`src/rtl/updown_pwm_pkg.sv`:
```
package updown_pwm_pkg;

    localparam int CODE_W  = 3;
    localparam int MAX_DIV = 2 * ((1 << CODE_W) - 1) * (1 << ((1 << CODE_W) - 1));
    localparam int DIV_W   = $clog2(MAX_DIV + 1);

    typedef enum logic [1:0] {
        SEL_NONE = 2'b00,
        SEL_A    = 2'b01,
        SEL_B    = 2'b10,
        SEL_AB   = 2'b11
    } out_sel_e;

    typedef struct packed {
        logic [CODE_W-1:0] clkdiv;
        logic [CODE_W-1:0] hsdiv;
        logic              act_high;
        logic              idle_high;
        out_sel_e          sel;
        logic              notif_en;
    } pwm_cfg_t;

    localparam pwm_cfg_t CFG_RESET = '{clkdiv: '0, hsdiv: '0, act_high: 1'b1,
                                       idle_high: 1'b0, sel: SEL_A, notif_en: 1'b0};

    // total ticks divider: even-multiple stage times power-of-two stage
    function automatic logic [DIV_W-1:0] div_factor(input logic [CODE_W-1:0] hs,
                                                    input logic [CODE_W-1:0] cd);
        int unsigned hsf;
        hsf = (hs == '0) ? 1 : 2 * int'(hs);
        return DIV_W'(hsf << cd);
    endfunction

endpackage

```
`src/rtl/updown_pwm_prescaler.sv`:
```
module updown_pwm_prescaler
    import updown_pwm_pkg::*;
(
    input  logic              clk,
    input  logic              rst,
    input  logic              run_i,
    input  logic              restart_i,
    input  logic [CODE_W-1:0] hs_i,
    input  logic [CODE_W-1:0] cd_i,
    output logic              tick_o
);
    logic [DIV_W-1:0] pcnt_q;
    logic [DIV_W-1:0] div_w;

    assign div_w  = div_factor(hs_i, cd_i);
    assign tick_o = run_i && !restart_i && (pcnt_q == div_w - DIV_W'(1));

    always_ff @(posedge clk) begin
        if (rst || !run_i || restart_i) begin
            pcnt_q <= '0;
        end else if (tick_o) begin
            pcnt_q <= '0;
        end else begin
            pcnt_q <= pcnt_q + DIV_W'(1);
        end
    end
endmodule

```
`src/rtl/updown_pwm_timebase.sv`:
```
module updown_pwm_timebase #(
    parameter int CNT_W = 16
) (
    input  logic             clk,
    input  logic             rst,
    input  logic             prd_wr_i,
    input  logic [CNT_W-1:0] prd_data_i,
    input  logic             cmp_wr_i,
    input  logic [CNT_W-1:0] cmp_data_i,
    input  logic             restart_i,
    input  logic             tick_i,
    output logic [CNT_W-1:0] cnt_o,
    output logic [CNT_W-1:0] act_prd_o,
    output logic             active_o,
    output logic             period_end_o
);
    localparam logic [CNT_W-1:0] ONE = CNT_W'(1);

    logic [CNT_W-1:0] sh_prd_q, sh_cmp_q, act_prd_q, act_cmp_q, cnt_q;
    logic             up_q;
    logic             reload_w;

    assign period_end_o = tick_i && !up_q && (cnt_q == ONE);
    assign reload_w     = period_end_o || (tick_i && (act_prd_q == '0));
    assign active_o     = up_q ? (cnt_q < act_cmp_q) : (cnt_q <= act_cmp_q);
    assign cnt_o        = cnt_q;
    assign act_prd_o    = act_prd_q;

    always_ff @(posedge clk) begin
        if (rst) begin
            sh_prd_q  <= '0;
            sh_cmp_q  <= '0;
            act_prd_q <= '0;
            act_cmp_q <= '0;
            cnt_q     <= '0;
            up_q      <= 1'b1;
        end else begin
            if (prd_wr_i) sh_prd_q <= prd_data_i;
            if (cmp_wr_i) sh_cmp_q <= cmp_data_i;
            if (restart_i) begin
                act_prd_q <= sh_prd_q;
                act_cmp_q <= sh_cmp_q;
                cnt_q     <= '0;
                up_q      <= 1'b1;
            end else if (tick_i) begin
                if (reload_w) begin
                    act_prd_q <= sh_prd_q;
                    act_cmp_q <= sh_cmp_q;
                end
                if (act_prd_q == '0) begin
                    cnt_q <= '0;
                    up_q  <= 1'b1;
                end else if (up_q) begin
                    cnt_q <= cnt_q + ONE;
                    if (cnt_q + ONE == act_prd_q) up_q <= 1'b0;
                end else begin
                    cnt_q <= cnt_q - ONE;
                    if (cnt_q == ONE) up_q <= 1'b1;
                end
            end
        end
    end
endmodule

```
`src/rtl/updown_pwm_outstage.sv`:
```
module updown_pwm_outstage
    import updown_pwm_pkg::*;
(
    input  logic     clk,
    input  logic     rst,
    input  logic     run_i,
    input  pwm_cfg_t cfg_i,
    input  logic     active_i,
    input  logic     period_end_i,
    output logic     pwm_a_o,
    output logic     pwm_b_o,
    output logic     notify_o
);
    logic [1:0] sel_bits;
    logic [1:0] out_q;
    logic       level_w;
    logic       notify_q;

    assign sel_bits = cfg_i.sel;
    assign level_w  = cfg_i.act_high ? active_i : !active_i;

    for (genvar k = 0; k < 2; k++) begin : g_out
        always_ff @(posedge clk) begin
            if (rst) begin
                out_q[k] <= 1'b0;
            end else begin
                out_q[k] <= (run_i && sel_bits[k]) ? level_w : cfg_i.idle_high;
            end
        end
    end

    always_ff @(posedge clk) begin
        if (rst) notify_q <= 1'b0;
        else     notify_q <= period_end_i && cfg_i.notif_en;
    end

    assign pwm_a_o  = out_q[0];
    assign pwm_b_o  = out_q[1];
    assign notify_o = notify_q;
endmodule

```
`src/rtl/updown_pwm.sv`:
```
module updown_pwm
    import updown_pwm_pkg::*;
#(
    parameter int CNT_W = 16
) (
    input  logic              clk,
    input  logic              rst,
    input  logic              cfg_wr,
    input  logic [CODE_W-1:0] cfg_clkdiv,
    input  logic [CODE_W-1:0] cfg_hsdiv,
    input  logic              cfg_act_high,
    input  logic              cfg_idle_high,
    input  logic [1:0]        cfg_out_sel,
    input  logic              cfg_notify_en,
    input  logic              prd_wr,
    input  logic [CNT_W-1:0]  prd_data,
    input  logic              cmp_wr,
    input  logic [CNT_W-1:0]  cmp_data,
    input  logic              start,
    input  logic              force_idle,
    output logic              pwm_a,
    output logic              pwm_b,
    output logic              notify
);
    pwm_cfg_t         cfg_q;
    logic             run_q;
    logic             restart_w;
    logic             tick_w;
    logic             active_w;
    logic             period_end_w;
    logic [CNT_W-1:0] cnt_w;
    logic [CNT_W-1:0] act_prd_w;

    assign restart_w = start && !force_idle;

    always_ff @(posedge clk) begin
        if (rst) begin
            run_q <= 1'b0;
            cfg_q <= CFG_RESET;
        end else begin
            if (force_idle)     run_q <= 1'b0;
            else if (restart_w) run_q <= 1'b1;
            if (cfg_wr && !run_q) begin
                cfg_q.clkdiv    <= cfg_clkdiv;
                cfg_q.hsdiv     <= cfg_hsdiv;
                cfg_q.act_high  <= cfg_act_high;
                cfg_q.idle_high <= cfg_idle_high;
                cfg_q.sel       <= out_sel_e'(cfg_out_sel);
                cfg_q.notif_en  <= cfg_notify_en;
            end
        end
    end

    updown_pwm_prescaler u_presc (
        .clk       (clk),
        .rst       (rst),
        .run_i     (run_q),
        .restart_i (restart_w),
        .hs_i      (cfg_q.hsdiv),
        .cd_i      (cfg_q.clkdiv),
        .tick_o    (tick_w)
    );

    updown_pwm_timebase #(.CNT_W(CNT_W)) u_tb (
        .clk          (clk),
        .rst          (rst),
        .prd_wr_i     (prd_wr),
        .prd_data_i   (prd_data),
        .cmp_wr_i     (cmp_wr),
        .cmp_data_i   (cmp_data),
        .restart_i    (restart_w),
        .tick_i       (tick_w),
        .cnt_o        (cnt_w),
        .act_prd_o    (act_prd_w),
        .active_o     (active_w),
        .period_end_o (period_end_w)
    );

    updown_pwm_outstage u_out (
        .clk          (clk),
        .rst          (rst),
        .run_i        (run_q),
        .cfg_i        (cfg_q),
        .active_i     (active_w),
        .period_end_i (period_end_w),
        .pwm_a_o      (pwm_a),
        .pwm_b_o      (pwm_b),
        .notify_o     (notify)
    );
endmodule

```
`config.mk`:
```
export PLATFORM = sky130hd
export DESIGN_NAME = updown_pwm
export DESIGN_NICKNAME = d
export VERILOG_FILES = /design/src/rtl/updown_pwm_pkg.sv /design/src/rtl/updown_pwm_prescaler.sv /design/src/rtl/updown_pwm_timebase.sv /design/src/rtl/updown_pwm_outstage.sv /design/src/rtl/updown_pwm.sv
export SDC_FILE = /design/constraint.sdc
export NUM_CORES = 1
export LEC_CHECK = 0
export BUFFER_PORTS_ARGS = -buffer_cell sky130_fd_sc_hd__buf_2
export CORE_UTILIZATION = 40
export CTS_CLUSTER_DIAMETER = 120
export DETAILED_ROUTE_END_ITERATION = 16
export PLACE_DENSITY = 0.58
export SLEW_MARGIN = 20
export SYNTH_ARGS = -nofsm -noshare
export SYNTH_HDL_FRONTEND = slang
export SYNTH_HIERARCHICAL = 1
export SYNTH_SLANG_ARGS = --single-unit
export TNS_END_PERCENT = 1
```
`constraint.sdc`:
```
create_clock -name clk -period 7.85 [get_ports clk]
set_clock_uncertainty 0.15 [all_clocks]
set_input_delay 0.785 -clock clk [delete_from_list [all_inputs] [get_ports clk]]
set_output_delay 0.785 -clock clk [all_outputs]
set_load 0.01 [all_outputs]
```
==> impl_results.md <==
- Startpoint Class: flop
- Root Buffer: clkbuf_16
- # IOs: 53
- Core area: 15,900 um2
- Number of setup buffers added after CTS: 0
- Synth cell types: roughly 80
- Cell taking the most area after synthesis: dfxtp_1
- Slew headroom: 0.326
- Cell total after placement: 968
- Gr usage total: 0.187
- Antenna Violating Nets Remaining: 0
- Initial antenna violation count: 0
- Largest cells by area after synthesis: dfxtp_1 (33%), mux2i_1 (11%), nor2_1 (5.8%)
- Final Cycle Share: 0.592
- Power Total: 0.00121 W
- Die X: around 130 um
- Sw Ratio: 0.270
- Top FF cell, synth: dfxtp_1
- Vias in the first global route: between 5,000 and 6,000
- Placed inst area: 6790 um2
- Hold WC Path Type: flop to flop
- Total number of vias: 5,488
- Logic pwr share: 0.125
- Post-DR wirelength/cell: between 15 and 20 um
- Worst-Margin Slew: around 1 ns
- Initial Utilization: 0.410
- Final #Nets: 834
- Full die area: between 15,000 and 20,000 um2
- Clock sink total: approximately 110
- Max cap viols: 0
- Grt ovf: 0
- Via density: 5.58
- Share of the synthesized area in the top cell type: 0.327
- Fraction of final layout cells with drive strength greater than 1: 0.135
- FMAX: ~220 MHz
- CP Class: flop to flop
- CTS Buf Count: 9
- CP Max Fanout: 29
- Minimum clock period: between 4 and 5 ns
- Drt first-iter violations: ~370
- Yosys warns: 6
- Syn_nets: between 800 and 900
- Final WL: between 15,000 and 20,000 um
- #FFs+latches synth: ~110
- Mean post-synth cell area: 8.65 um2
- Deepest clock path buffer count: 2
- Antenna cells: 0
- Largest net degree at the start of global routing: 83
- Required time worst endpoint: slightly below 8 ns
- Seq pwr share: 0.483
- Pleak: roughly 2.8 nW
- Ys async rst share: 0
- Worst-path clk slew: 0.08 ns
- Synthesis-to-layout area growth: 8.64%
- Slew Limit Fails: 0
- RSZ-0062 raised after global routing: false
- Gp weighted congestion: roughly 0.92
- Worst skew pair latency: roughly 0.36 ns
- Post-cts resize count: 0
- Multi-input logic area: between 4000 and 5000 um2
- Layout Cells excl Fill: 984
- PD cells: ~170 nW/um2
- Hold_buf cts: 0
- Rows: 46
- Htree depth: 3
- Port bufs: 52
- Switching Power: around 0.00033 W
- # DRC: 0
- CTS tree: yes
- First-pass GRT wire length: 25,100 um
- Seq/Total Area, Yosys: 0.327
- Cells after Synth: between 700 and 800
- TritonRoute pass-1 iters: 5
- Die height: around 130 um
- Setup violations, final: 0
- Setup_tns: 0 ns
- Post-synth EDFFs: 0
- Post-route cell area: about 7100 um2
- Post-DP HPWL: approximately 11,000 um
- Clk pwr share: 0.393
- Hold violation total from the final report: 0
- Outcome: completed
- Worst VDD drop: ~0.15 mV
- Synth Cell Area: about 6500 um2
- Arr. time, crit path: 4.73 ns
- CP endpoint kind: flop
- Fill cells: around 1,600
- P_int: 0.000886 W
- Reg area: about 2100 um2
-- synthesized netlist by cell type (7+ instances only) --
master     instances
buf_6              9
nand2_1           41
inv_1             23
nor4_2            10
or3_1              8
nand4_1           18
a21oi_1           18
dfxtp_1          107
nand4bb_1         10
xor2_1            18
xnor2_1           24
clkbuf_1          34
nand2b_1          17
nor2b_1            9
mux2i_1           69
nor2_1           101
nand3_1           21
ha_1              21
o21ai_0           32
and2_1             7
a31oi_1           13
nor3_1            18
nor4_1            13
-- power by group through the flow --
stage          clock, W  combinational [W]  sequential [W]
3_5_place_dp          0           0.000151        0.000599
2_1_floorplan         0           0.000131        0.000582
3_3_place_gp          0           0.000147        0.000597
4_1_cts        0.000492           0.000152        0.000586
6_report       0.000476           0.000151        0.000586
5_1_grt        0.000514           0.000167        0.000589
-- cells in the final DEF, fill, tap and decap left out, drive strengths merged, types with 5 or more instances in the layout --
| cell type | netlist | final |
|---|---|---|
| a21o | 5 | 5 |
| nor2 | 101 | 101 |
| nand3 | 21 | 21 |
| inv | 23 | 25 |
| xnor2 | 24 | 24 |
| ha | 21 | 21 |
| nand2b | 17 | 17 |
| or2 | 5 | 5 |
| nor4b | 6 | 6 |
| nor4 | 24 | 24 |
| o21a | 5 | 5 |
| dfxtp | 107 | 107 |
| o21ai | 34 | 34 |
| a211oi | 5 | 5 |
| nand2 | 41 | 41 |
| clkbuf | 36 | 9 |
| a31oi | 13 | 13 |
| and2 | 7 | 7 |
| a21oi | 19 | 19 |
| or3 | 8 | 8 |
| nand4bb | 10 | 10 |
| nor3 | 19 | 19 |
| buf | 23 | 55 |
| mux2i | 69 | 69 |
| nand4 | 18 | 18 |
| nor2b | 9 | 9 |
| xor2 | 18 | 18 |
-- layout make-up --
cell class / instances / share of cell area
multi-input combinational: 566 / 0.563
clock inverter: 7 / 0.0136
timing repair buffer: 55 / 0.0398
clock buffer: 9 / 0.0317
inverter: 24 / 0.0127
sequential: 107 / 0.301
tap: 216 / 0.0380
-- critical path: stages, from the launching register on --
cell and delay [ns]:
dfxtp_1 0.89, nor4b_4 0.38, o21ai_0 0.15, ha_1 0.31, xnor2_1 0.13, nor2_1 0.10
o211ai_1 0.11, nor3_1 0.18, nand4_1 0.16, nor4_4 0.27, buf_4 0.37, nand2_1 0.08
or4_1 0.50, a2111oi_0 0.32, nand3_1 0.13, nor4_1 0.19, a31oi_1 0.11
-- kinds of logic (layout without fill, tap and decap cells) --
group / Yosys count / in the layout / share of synthesized area
AND/OR/NAND/NOR: 308 / 308 / 0.266
AO/OA/AOI/OAI: 122 / 122 / 0.133
flip-flops: 107 / 107 / 0.327
buffers and inverters: 83 / 95 / 0.0635
multiplexers: 73 / 73 / 0.113
XOR/XNOR: 42 / 42 / 0.0562
adder cells (fa/ha/maj): 21 / 21 / 0.0402
-- per-stage QoR --
step | utilization | worst slack (ns) | hold slack, ns
3_5_place_dp | 0.426 | 3.23 | 0.298
5_1_grt | 0.446 | 2.64 | 0.322
4_1_cts | 0.446 | 3.22 | 0.305
3_3_place_gp | 0.426 | 3.37 | 0.295
6_report | 0.446 | 3.20 | 0.297
2_1_floorplan | - | 3.90 | 0.260
-- path summary, 6_finish.rpt --
| check | start | endpoint | slack (ns) | depth (start not counted) |
|---|---|---|---|---|
| worst min register to register | cfg_q[0] | u_out/notify_o | 0.30 | 2 |
| worst min-delay path | cfg_q[0] | u_out/notify_o | 0.30 | 2 |
| worst max-delay path | cfg_q[8] | u_tb/up_q | 3.20 | 16 |
| worst max register to register | cfg_q[8] | u_tb/up_q | 3.20 | 16 |
-- registers in the layout, indices dropped and copies added (netlist names) --
signal	cells
u_tb/act_prd_o	16
u_tb/cnt_o	16
u_tb/act_cmp_q	16
u_tb/sh_cmp_q	16
u_tb/up_q	1
u_presc/pcnt_q	11
u_tb/sh_prd_q	16
u_out/notify_o	1
u_out/pwm_b_o	1
run_q	1
cfg_q	11
u_out/pwm_a_o	1
-- routing by layer --
layer,global-route usage,vias up,wire [um]
met2,0.316,165,7310
met5,0,-,0
met1,0.231,2583,6790
li1,-,2711,-
met3,0.0418,29,723
met4,0.0732,0,398
Power figures use the tool's default switching activity.
